[src/rtl/sarp_pkg.sv]
package sarp_pkg;
   typedef enum logic [2:0] {
      ST_IDLE,
      ST_CMD,
      ST_EXTW,
      ST_CONV,
      ST_READ
   } sarp_state_e;

   typedef struct packed {
      logic       unip;
      logic       intclk;
      logic       m1;
      logic       m0;
      logic [2:0] pb;
   } sarp_ctl_t;
endpackage

[src/rtl/sarp_sync.sv]
module sarp_sync #(
   parameter int   STAGES  = 2,
   parameter logic RST_VAL = 1'b0
) (
   input  logic clk,
   input  logic rst_n,
   input  logic d,
   output logic q
);
   generate
      if (STAGES < 2) begin : g_bad
         $error("sarp_sync: STAGES must be at least 2");
      end
   endgenerate

   logic [STAGES-1:0] ff;

   always_ff @(posedge clk or negedge rst_n) begin
      if (!rst_n) ff <= {STAGES{RST_VAL}};
      else        ff <= {ff[STAGES-2:0], d};
   end

   assign q = ff[STAGES-1];
endmodule

[src/rtl/sarp_shift.sv]
module sarp_shift #(
   parameter int W = 16
) (
   input  logic         clk,
   input  logic         rst_n,
   input  logic         load,
   input  logic         shift,
   input  logic         unip,
   input  logic [W-1:0] res,
   output logic         dout
);
   logic [W-1:0] sr;
   logic [W-1:0] coded;

   // bipolar: offset binary to two's complement by MSB inversion
   assign coded = unip ? res : {~res[W-1], res[W-2:0]};

   always_ff @(posedge clk or negedge rst_n) begin
      if (!rst_n)     sr <= '0;
      else if (load)  sr <= coded;
      else if (shift) sr <= {sr[W-2:0], 1'b0};
   end

   assign dout = sr[W-1];
endmodule

[src/rtl/sarp_seq.sv]
module sarp_seq
   import sarp_pkg::*;
#(
   parameter int W           = 16,
   parameter int CONV_CYCLES = 700,
   parameter int SHORT_EDGE  = 11
) (
   input  logic        clk,
   input  logic        rst_n,
   input  logic        cs_lo,
   input  logic        rise,
   input  logic        fall,
   input  logic        din_s,
   output sarp_state_e st,
   output sarp_ctl_t   ctl,
   output logic        conv_start,
   output logic        strobe,
   output logic        load,
   output logic        shift
);
   localparam int CW = $clog2(W + 3);
   localparam int TW = $clog2(CONV_CYCLES + 1);
   localparam int RW = $clog2(W + 1);
   localparam logic [CW-1:0] LONG_E  = CW'(W - 1);
   localparam logic [CW-1:0] SHORT_E = CW'(SHORT_EDGE);
   localparam logic [CW-1:0] CMD_END = CW'(7);
   localparam logic [TW-1:0] T_LAST  = TW'(CONV_CYCLES - 1);
   localparam logic [RW-1:0] R_LAST  = RW'(W - 1);

   generate
      if (SHORT_EDGE <= 8 || SHORT_EDGE > W - 1) begin : g_bad_edge
         $error("sarp_seq: SHORT_EDGE out of range");
      end
      if (CONV_CYCLES < 1) begin : g_bad_conv
         $error("sarp_seq: CONV_CYCLES must be positive");
      end
   endgenerate

   logic [CW-1:0] fcnt;
   logic [CW-1:0] fnext;
   logic [CW-1:0] strb_e;
   logic [TW-1:0] tmr;
   logic [RW-1:0] rcnt;
   logic [6:0]    ctl_sh;
   logic          armed;

   assign fnext  = fcnt + 1'b1;
   assign strb_e = ctl.m1 ? LONG_E : SHORT_E;

   always_ff @(posedge clk or negedge rst_n) begin
      if (!rst_n) begin
         st         <= ST_IDLE;
         ctl        <= '0;
         ctl_sh     <= '0;
         fcnt       <= '0;
         tmr        <= '0;
         rcnt       <= '0;
         armed      <= 1'b0;
         conv_start <= 1'b0;
         strobe     <= 1'b0;
         load       <= 1'b0;
         shift      <= 1'b0;
      end else begin
         conv_start <= 1'b0;
         load       <= 1'b0;
         shift      <= 1'b0;
         case (st)
            ST_IDLE: begin
               if (cs_lo && rise && din_s) begin
                  st   <= ST_CMD;
                  fcnt <= '0;
               end
            end
            ST_CMD: begin
               if (cs_lo && rise) ctl_sh <= {ctl_sh[5:0], din_s};
               if (cs_lo && fall) begin
                  fcnt <= fnext;
                  if (fcnt == CMD_END) begin
                     ctl        <= sarp_ctl_t'(ctl_sh);
                     conv_start <= 1'b1;
                     strobe     <= 1'b0;
                     if (ctl_sh[5]) begin
                        st  <= ST_CONV;
                        tmr <= '0;
                     end else begin
                        st  <= ST_EXTW;
                     end
                  end
               end
            end
            ST_EXTW: begin
               if (cs_lo && fall) begin
                  fcnt <= fnext;
                  if (fnext == strb_e) begin
                     strobe <= 1'b1;
                  end else if (fnext == strb_e + 1'b1) begin
                     strobe <= 1'b0;
                     load   <= 1'b1;
                     st     <= ST_READ;
                     rcnt   <= '0;
                     armed  <= 1'b0;
                  end
               end
            end
            ST_CONV: begin
               tmr <= tmr + 1'b1;
               if (tmr == T_LAST) begin
                  strobe <= 1'b1;
                  load   <= 1'b1;
                  st     <= ST_READ;
                  rcnt   <= '0;
                  armed  <= 1'b0;
               end
            end
            ST_READ: begin
               if (!cs_lo && ctl.intclk) armed <= 1'b1;
               if (cs_lo && fall) begin
                  shift <= 1'b1;
                  rcnt  <= rcnt + 1'b1;
                  if (rcnt == R_LAST) st <= ST_IDLE;
               end else if (cs_lo && rise && din_s && armed) begin
                  st   <= ST_CMD;
                  fcnt <= '0;
               end
            end
            default: st <= ST_IDLE;
         endcase
      end
   end
endmodule

[src/rtl/sar_serial_port.sv]
module sar_serial_port
   import sarp_pkg::*;
#(
   parameter int W           = 16,
   parameter int CONV_CYCLES = 700,
   parameter int SHORT_EDGE  = 11,
   parameter int SYNC_STAGES = 2
) (
   input  logic         clk,
   input  logic         rst_n,
   input  logic         cs_n,
   input  logic         sclk,
   input  logic         din,
   input  logic [W-1:0] res_data,
   output logic         dout,
   output logic         strobe,
   output logic         strobe_oe,
   output logic         conv_start,
   output logic [6:0]   ctl_word
);
   generate
      if (W < 9) begin : g_bad_w
         $error("sar_serial_port: W must be at least 9");
      end
   endgenerate

   logic        cs_s, sclk_s, din_s, sclk_d;
   logic        sclk_rise, sclk_fall;
   logic        load, shift, int_mode;
   sarp_state_e st;
   sarp_ctl_t   ctl;

   sarp_sync #(.STAGES(SYNC_STAGES), .RST_VAL(1'b1)) u_sync_cs (
      .clk(clk), .rst_n(rst_n), .d(cs_n), .q(cs_s));
   sarp_sync #(.STAGES(SYNC_STAGES), .RST_VAL(1'b0)) u_sync_sclk (
      .clk(clk), .rst_n(rst_n), .d(sclk), .q(sclk_s));
   sarp_sync #(.STAGES(SYNC_STAGES), .RST_VAL(1'b0)) u_sync_din (
      .clk(clk), .rst_n(rst_n), .d(din), .q(din_s));

   always_ff @(posedge clk or negedge rst_n) begin
      if (!rst_n) sclk_d <= 1'b0;
      else        sclk_d <= sclk_s;
   end

   assign sclk_rise = sclk_s & ~sclk_d;
   assign sclk_fall = ~sclk_s & sclk_d;

   sarp_seq #(.W(W), .CONV_CYCLES(CONV_CYCLES), .SHORT_EDGE(SHORT_EDGE)) u_seq (
      .clk(clk), .rst_n(rst_n), .cs_lo(~cs_s), .rise(sclk_rise), .fall(sclk_fall),
      .din_s(din_s), .st(st), .ctl(ctl), .conv_start(conv_start), .strobe(strobe),
      .load(load), .shift(shift));

   sarp_shift #(.W(W)) u_shift (
      .clk(clk), .rst_n(rst_n), .load(load), .shift(shift), .unip(ctl.unip),
      .res(res_data), .dout(dout));

   assign int_mode  = ctl.intclk;
   assign strobe_oe = int_mode | ~cs_n;
   assign ctl_word  = ctl;
endmodule

[config.mk]
export PLATFORM = sky130hd
export DESIGN_NAME = sar_serial_port
export DESIGN_NICKNAME = d
export VERILOG_FILES = /design/src/rtl/sarp_pkg.sv /design/src/rtl/sarp_sync.sv /design/src/rtl/sarp_shift.sv /design/src/rtl/sarp_seq.sv /design/src/rtl/sar_serial_port.sv
export SDC_FILE = /design/constraint.sdc
export NUM_CORES = 1
export LEC_CHECK = 0
export ABC_AREA = 1
export BUFFER_PORTS_ARGS = -buffer_cell sky130_fd_sc_hd__buf_2
export CELL_PAD_IN_SITES_DETAIL_PLACEMENT = 1
export CELL_PAD_IN_SITES_GLOBAL_PLACEMENT = 1
export CORE_ASPECT_RATIO = 0.75
export CORE_MARGIN = 5
export CORE_UTILIZATION = 46
export CTS_BUF_LIST = sky130_fd_sc_hd__clkbuf_8
export DETAILED_ROUTE_END_ITERATION = 8
export PLACE_DENSITY_LB_ADDON = 0.1
export SLEW_MARGIN = 10
export SYNTH_ARGS = -nofsm -noshare
export SYNTH_HDL_FRONTEND = slang
export SYNTH_SLANG_ARGS = --single-unit
[constraint.sdc]
create_clock -name clk -period 1.9 [get_ports clk]
set_input_delay 0 -clock clk [delete_from_list [all_inputs] [get_ports clk]]
set_output_delay 0 -clock clk [all_outputs]
set_load 0.02 [all_outputs]
==> out/qor.log, run 1 <==
[layout] fraction of final layout cells with drive strength greater than 1 20.13%
[clocking] number of clock buffers inserted by TritonCTS 9
[place] half-perimeter wire length after detailed placement 5.616 mm
[setup_path] Cell Chain, Critical Path inv_2, nand2_1, nor2_2, nor2_2, inv_2, nor2_1, nor2_1, nand2_1, nand2_1, nand2_1
[timing] slew at the pin with the worst max-slew slack 693.4 ps
[timing] final critical-path share of the clock period 92.66%
[logic_synthesis] post-synthesis xor/xnor area fraction 2.210%
[power_and_ir_drop] part of the power in the clock network 30.3%
[clocking] Max clock buf depth 2
[logic_synthesis] main area contributors after synthesis sky130_fd_sc_hd__dfrtp_1 50%, sky130_fd_sc_hd__nand2_1 15%, sky130_fd_sc_hd__nand3_1 5.2%, sky130_fd_sc_hd__inv_1 3.7%, sky130_fd_sc_hd__nor2_1 3.0%
[timing] minimum clock period 1761 ps
[grt] maximum number of pins on one net before global-route repair 39
[power_and_ir_drop] switching part of the total 36.38%
[route] number of violations reported at the end of detailed-routing iteration 0 109
[timing] setup violation total in the final timing report 0
[logic_synthesis] portion of the post-synthesis area used by sequential elements 51.38%
[setup_path] crit path max-delay cell type sky130_fd_sc_hd__dfrtp_1
[timing] Final Hold Viols 0
[grt] residual overflow from global routing 0
[setup_path] endpoint required time on the critical path 2140 ps
[route] Routed wire per std cell 15.44 um
[die] Cell Rows 26
[timing] summed negative setup slack over all endpoints 0 ps
[logic_synthesis] synthesized area divided by synthesized cell count 8.214 sq um
[clocking] count of clock tree sinks 65
[clocking] clock input transition at the sequential cells of the worst setup and hold paths 80 ps
[power_and_ir_drop] Power Dens Cells 1024 mW/mm^2
[power_and_ir_drop] internal power summed over all cells 2.562 mW
[timing] clk_skew 9.010 ps
[clocking] CTS H-tree depth 3
[logic_synthesis] area share of the largest cell type after synthesis 49.72%
[setup_path] Crit. End Element register
[grt] number of global-route vias before repair 2910
[clocking] TritonCTS clock tree built
[setup_path] arrival time at the worst endpoint 2000 ps
[layout] most frequent cells in the layout 129 x sky130_fd_sc_hd__nand2_1, 62 x sky130_fd_sc_hd__dfrtp_1, 32 x sky130_fd_sc_hd__nand3_1, 31 x sky130_fd_sc_hd__inv_1, 31 x sky130_fd_sc_hd__buf_2
[grt] wire length of the first global-routing pass 14.43 mm
[logic_synthesis] number of flops mapped to enable cells by yosys 0
[layout] most common cell after layout, fill and taps aside sky130_fd_sc_hd__nand2_1
[logic_synthesis] fraction of registers with async set/reset 100.0%
[logic_synthesis] number of storage elements in the synthesis netlist 65
[power_and_ir_drop] power after layout 4.027 mW
[logic_synthesis] number of distinct library cells after synthesis 35
[logic_synthesis] share of the synthesized area in compound gates (AO/OA/AOI/OAI) 7.972%
[logic_synthesis] combinational family with the most area after synthesis simple AND/OR/NAND/NOR gates
[timing] fmax 568.0 MHz
[timing] worst slew margin relative to its limit 53.77%
[logic_synthesis] Post-Syn Instances 386
[timing] min setup slack post-route 139.5 ps
[die] initial cell density of the core 46.86%
[grt] number of antenna violations at the first check in global routing 0
[logic_synthesis] fraction of the mapped netlist area in simple logic gates 29.99%
[place] post-placement worst setup slack -19.11 ps
[die] floorplan die area 0.008670 sq mm
[setup_path] biggest cell delay along the critical path 440 ps
[power_and_ir_drop] logic gate share of total power 27.8%
[setup_path] Most common cell on crit path sky130_fd_sc_hd__nand2_1
[power_and_ir_drop] worst voltage drop across the vdd grid 0.5966 mV
[grt] layer with the highest usage met2
[logic_synthesis] prevailing post-synth register cell sky130_fd_sc_hd__dfrtp_1
[run] max-cap viol count 0
[grt] met3 Use GR 4.006%
[route] final antenna-violating net count 0
[route] total number of vias 2829
[logic_synthesis] total standard cell area after synthesis 0.003171 sq mm
[route] number of search-and-repair iterations in the first detailed-routing pass 4
[route] post-detailed-routing wire length 8.355 mm
[power_and_ir_drop] Leakage Power 1.888 nW
[place] gp weighted congestion 0.7952
[place] Post-DP Area 0.003463 sq mm
[die] area inside the core boundary 0.006766 sq mm
[layout] number of diodes 0
[layout] Layout Nets 478
[setup_path] crit path kind reg2reg
[grt] met1 track demand over resource 29.61%
[route] DRC violations left 0
[timing] number of pins with negative max-slew slack in the final report 0
[run_status] run status completed
[setup_path] Startpoint Class register
[place] Buffers on Ports 31
[clocking] clock tree root driver cell sky130_fd_sc_hd__clkbuf_8
[logic_synthesis] net count of the mapped netlist 412
[layout] post-synthesis to final-layout area growth 24.03%
[layout] post-route cell area 0.003933 sq mm
[clocking] source-to-sink clock delay at the later pin of the worst-skew pair 340 ps
[die] I/O pin count 32
[logic_synthesis] post-synthesis mux area share 0.3552%
[setup_path] peak fanout along the critical path 6
[logic_synthesis] number of warnings issued by yosys 0
[logic_synthesis] cell type contributing the most total cell area after synthesis sky130_fd_sc_hd__dfrtp_1
[logic_synthesis] synthesized-area fraction occupied by adder cells 1.973%
[power_and_ir_drop] reported net switching power 1.465 mW
[worst_hold_path] class of the tightest hold or removal check in2async
[die] vertical die dimension 81.90 um
[die] die width 105.9 um
[layout] filler cell count 846
[grt] met2 track demand over resource 33.84%
[grt] total track usage 21.06%
[power_and_ir_drop] part of the power in registers 41.9%
[route] routed via count divided by cell count 5.229
registers in the layout, indices dropped and copies added (netlist names), 2 cells and up:
signal	cells
u_seq.rcnt	5
u_seq.ctl	7
u_seq.fcnt	5
u_seq.tmr	10
u_seq.ctl_sh	7
u_shift.sr	16
u_sync_din.ff	2
u_sync_sclk.ff	2
u_seq.st	3
u_sync_cs.ff	2
cells by family (layout without fill, tap and decap cells):
| kind of cell | after synthesis | after routing |
|---|---|---|
| AND/OR/NAND/NOR | 216 | 217 |
| flip-flops | 65 | 65 |
| buffers and inverters | 49 | 119 |
| AO/OA/AOI/OAI | 42 | 42 |
| XOR/XNOR | 8 | 8 |
| adder cells (fa/ha/maj) | 5 | 5 |
| multiplexers | 1 | 1 |
cell usage after synthesis (5+ instances only):
library cell	instances
sky130_fd_sc_hd__nand2_1	129
sky130_fd_sc_hd__dfrtp_1	63
sky130_fd_sc_hd__nand3_1	33
sky130_fd_sc_hd__inv_1	31
sky130_fd_sc_hd__nor2_1	25
sky130_fd_sc_hd__o21ai_1	18
sky130_fd_sc_hd__inv_2	10
sky130_fd_sc_hd__nand4_1	9
sky130_fd_sc_hd__o211ai_1	6
sky130_fd_sc_hd__xor2_1	6
sky130_fd_sc_hd__ha_1	5
sky130_fd_sc_hd__nor2_2	5
sky130_fd_sc_hd__nor3_1	5
through the flow:
stage | std cells | hold slack (ps) | util, %
5_1_grt | 541 | 300.2 | 58.12
3_3_place_gp | 501 | 67.32 | 51.18
6_report | 541 | 227.3 | 58.12
2_1_floorplan | 386 | -295.6 | -
3_5_place_dp | 501 | 72.42 | 51.18
4_1_cts | 537 | 240.8 | 57.19
path summary, 6_finish.rpt:
path                            depth (start not counted)                        from  slack, ps                           to
worst max-delay path                                   10     u_seq.st[2]$_DFFE_PN0P_        140     u_seq.strobe$_DFFE_PN0P_
min in group clk                                        2                        sclk        290  u_sync_sclk.ff[0]$_DFF_PN0_
worst min register to register                          0  u_sync_din.ff[0]$_DFF_PN0_        360   u_sync_din.ff[1]$_DFF_PN0_
max in group asynchronous                               3                       rst_n       1000    u_seq.fcnt[0]$_DFFE_PN0P_
worst max register to register                         10     u_seq.st[2]$_DFFE_PN0P_        140     u_seq.strobe$_DFFE_PN0P_
worst min-delay path                                    2                       rst_n        230     u_seq.tmr[4]$_DFFE_PN0P_
area by class of cell:
cell class	instances	area, sq um	area share [%]
sequential	65	1630	41.46
multi-input combinational	273	1389	35.32
timing repair buffer	62	450.4	11.45
inverter	41	153.9	3.913
clock buffer	10	137.6	3.500
tap	84	105.1	2.673
clock inverter	6	66.31	1.686
power groups by stage:
stage | sequential (mW) | combinational [mW] | clock (mW)
finish | 1.69 | 1.12 | 1.22
global route | 1.71 | 1.26 | 1.30
CTS | 1.67 | 1.08 | 1.25
detailed placement | 1.70 | 1.04 | 0
global placement | 1.69 | 0.997 | 0
floorplan | 1.67 | 0.738 | 0
critical path: cells and delay by family, from the launching register on:
family / cells / cell delay [ps]
simple gates: 8 / 980
flops: 1 / 440
buf+inv: 2 / 240
timing repair:
action | in CTS | in global routing
buffers inserted | 0 | 3
endpoints found under the setup margin | 2 | 15
endpoints found under the hold margin | 44 | 0
pin swaps | 0 | 4
hold buffers | 20 | 0
cloned | 0 | 1
resized for setup | 1 | 7
metal layers:
layer  vias up  share of wire (%)
li1       1381                  -
met1      1393                 48
met2        47                 47
met3         8                4.0
met4         0               0.91
met5         -                  0
No activity file was read; power rests on OpenSTA's default activity.
==> run 2: changes to the inputs <==
--- a/config.mk
+++ b/config.mk
@@ -15,6 +15,7 @@
 export CTS_BUF_LIST = sky130_fd_sc_hd__clkbuf_8
 export DETAILED_ROUTE_END_ITERATION = 8
 export PLACE_DENSITY_LB_ADDON = 0.1
+export SETUP_SLACK_MARGIN = 0.15
 export SLEW_MARGIN = 10
 export SYNTH_ARGS = -nofsm -noshare
 export SYNTH_HDL_FRONTEND = slang
==> constraint.sdc (replaced) <==
create_clock -name clk -period 1.95 [get_ports clk]
set_input_delay 0 -clock clk [delete_from_list [all_inputs] [get_ports clk]]
set_output_delay 0 -clock clk [all_outputs]
set_load 0.02 [all_outputs]
==> run 2 against run 1 <==
Core utilization grew 0.35 points; register-to-register slack gained 30 ps; critical path depth is the same; clock skew shrank 0.73 ps; count of clock-buffer cells in the layout shrank 1; combinational power is essentially flat; sequential power is essentially flat; routed wire length grew 3.6%; design area grew 0.60%; non-clock buffer count is the same; total power shrank 1.0%; clock power shrank 3%; critical endpoint is now u_seq.st[0]$_DFFE_PN0P_; largest cell class unchanged.
==> out/qor.log, run 2 (synthesized netlist as in run 1, its figures left out) <==
[run_status] run status completed
[setup_path] Crit. End Element register
[route] final antenna-violating net count 0
[run] max-cap viol count 0
[place] post-placement worst setup slack 41.43 ps
[timing] unrepaired setup endpoints after global routing false
[grt] wire length of the first global-routing pass 14.22 mm
[clocking] CTS H-tree depth 3
[grt] number of antenna violations at the first check in global routing 0
[layout] most common cell after layout, fill and taps aside sky130_fd_sc_hd__nand2_1
[power_and_ir_drop] switching part of the total 37.20%
[die] area inside the core boundary 0.006766 sq mm
[die] die width 105.9 um
[die] floorplan die area 0.008670 sq mm
[power_and_ir_drop] reported net switching power 1.483 mW
[layout] Layout Nets 477
[power_and_ir_drop] Power Dens Cells 1008 mW/mm^2
[layout] filler cell count 844
[place] Buffers on Ports 31
[route] number of violations reported at the end of detailed-routing iteration 0 91
[route] total number of vias 2829
[timing] setup violation total in the final timing report 0
[timing] worst slew margin relative to its limit 55.42%
[clocking] clock tree root driver cell sky130_fd_sc_hd__clkbuf_8
[power_and_ir_drop] Leakage Power 1.881 nW
[route] DRC violations left 0
[layout] registers with the highest flip-flop counts u_shift.sr: 16 flops, u_seq.tmr: 10 flops
[setup_path] Top Family by Delay on Critical Path simple AND/OR/NAND/NOR gates
[place] Post-Place Cells 498
[route] routed via count divided by cell count 5.239
[setup_path] crit path kind reg2reg
[timing] clk_skew 8.280 ps
[grt] number of global-route vias before repair 2959
[die] vertical die dimension 81.90 um
[setup_path] Most common cell on crit path sky130_fd_sc_hd__nand2_1
[layout] sequential cell area in the final layout 0.001633 sq mm
[layout] largest register by flop count u_shift.sr
[power_and_ir_drop] part of the power in registers 41.6%
[route] number of search-and-repair iterations in the first detailed-routing pass 4
[clocking] source-to-sink clock delay at the later pin of the worst-skew pair 350 ps
[timing] min setup slack post-route 165.0 ps
[power_and_ir_drop] logic gate share of total power 28.9%
[layout] post-synthesis to final-layout area growth 24.78%
[clocking] number of clock buffers inserted by TritonCTS 9
[clocking] count of clock tree sinks 65
[grt] total track usage 21.20%
[clocking] TritonCTS clock tree built
[route] post-detailed-routing wire length 8.653 mm
[timing] slew at the pin with the worst max-slew slack 668.7 ps
[setup_path] endpoint required time on the critical path 2190 ps
[place] half-perimeter wire length after detailed placement 5.828 mm
[timing] fmax 560.2 MHz
[grt] residual overflow from global routing 0
[grt] maximum number of pins on one net before global-route repair 39
[layout] number of diodes 0
[route] Routed wire per std cell 16.02 um
[timing] Hold WS 217.5 ps
[clocking] clock input transition at the sequential cells of the worst setup and hold paths 80 ps
[setup_path] peak fanout along the critical path 7
[layout] area taken by multi-input logic gates 0.001410 sq mm
[timing] summed negative setup slack over all endpoints 0 ps
[setup_path] Cell Chain, Critical Path inv_1, nand4_1, nand2_1, nand2_1, nand2_1, nand3_2, nand2_4, nand2_1, nand2_1, nand2_1
[timing] final critical-path share of the clock period 91.54%
[layout] max FFs per register 16
[setup_path] arrival time at the worst endpoint 2020 ps
[layout] utilization after layout 58.47%
[layout] fraction of final layout cells with drive strength greater than 1 21.93%
[timing] Final Hold Viols 0
[clocking] Max clock buf depth 2
[power_and_ir_drop] internal power summed over all cells 2.504 mW
[setup_path] Startpoint Class register
[power_and_ir_drop] power after layout 3.986 mW
[die] Cell Rows 26
[layout] final std cells w/o fill 540
[setup_path] biggest cell delay along the critical path 480 ps
[worst_hold_path] class of the tightest hold or removal check in2async
[die] initial cell density of the core 46.86%
[place] Post-DP Area 0.003441 sq mm
[layout] most frequent cells in the layout 125 x sky130_fd_sc_hd__nand2_1, 60 x sky130_fd_sc_hd__dfrtp_1, 31 x sky130_fd_sc_hd__inv_1, 31 x sky130_fd_sc_hd__nand3_1, 31 x sky130_fd_sc_hd__buf_2
[timing] minimum clock period 1785 ps
[setup_path] Critical path buffers and inverters 1
[die] I/O pin count 32
[power_and_ir_drop] worst voltage drop across the vdd grid 0.5164 mV
[place] gp weighted congestion 0.8383
[setup_path] crit path max-delay cell type sky130_fd_sc_hd__dfrtp_1
[layout] post-route cell area 0.003956 sq mm
[power_and_ir_drop] part of the power in the clock network 29.6%
[timing] number of pins with negative max-slew slack in the final report 0
-- run 2: changes by cell type in the layout (fill, tap and decap cells not counted), sizes merged --
cell / before / now
inv: 42 / 44
clkinvlp: 0 / 2
clkbuf: 10 / 9
clkinv: 4 / 1
nand2: 133 / 132
-- run 2: timing repair --
action	in CTS	in global routing
pin swaps	0	4
endpoints found under the setup margin	9	13
gates resized for setup	6	16
hold buffers	20	0
setup buffers	0	6
hold endpoints to repair	44	0
-- run 2: metal layers --
layer	up-vias	wire length [um]	global-route usage, %
li1	1378	-	-
met1	1391	4056	26.97
met2	49	4147	36.13
met3	11	327	5.734
met4	0	122	5.951
met5	-	0	0
-- run 2: area by class of cell --
type / instances / share of cell area [%]
inverter: 41 / 3.890
multi-input combinational: 272 / 35.64
clock buffer: 9 / 3.131
timing repair buffer: 62 / 11.48
tap: 84 / 2.657
clock inverter: 7 / 1.929
sequential: 65 / 41.27
-- run 2: power by group through the flow --
stage               Clock, mW  Combinational, mW  Sequential (mW)
detailed placement          0              0.984             1.66
global placement            0              0.950             1.65
floorplan                   0              0.719             1.62
global route             1.29               1.28             1.67
finish                   1.18               1.15             1.66
CTS                      1.21               1.05             1.64
-- run 2: final timing paths --
check	end	slack (ps)	cells after the start	from
setup / recovery	u_seq.st[0]$_DFFE_PN0P_	160	10	u_seq.fcnt[3]$_DFFE_PN0P_
min in group clk	u_sync_sclk.ff[0]$_DFF_PN0_	290	2	sclk
setup reg to reg	u_seq.st[0]$_DFFE_PN0P_	160	10	u_seq.fcnt[3]$_DFFE_PN0P_
hold / removal	u_seq.tmr[4]$_DFFE_PN0P_	220	2	rst_n
max in group asynchronous	u_seq.fcnt[1]$_DFFE_PN0P_	1080	3	rst_n
hold reg to reg	u_sync_cs.ff[1]$_DFF_PN1_	360	0	u_sync_cs.ff[0]$_DFF_PN1_
-- run 2: worst reg2reg max path, stage by stage (launching register included) --
cell and delay (ps):
sky130_fd_sc_hd__dfrtp_1 480, sky130_fd_sc_hd__inv_1 170, sky130_fd_sc_hd__nand4_1 160, sky130_fd_sc_hd__nand2_1 130
sky130_fd_sc_hd__nand2_1 90, sky130_fd_sc_hd__nand2_1 110, sky130_fd_sc_hd__nand3_2 130, sky130_fd_sc_hd__nand2_4 150
sky130_fd_sc_hd__nand2_1 100, sky130_fd_sc_hd__nand2_1 90, sky130_fd_sc_hd__nand2_1 70
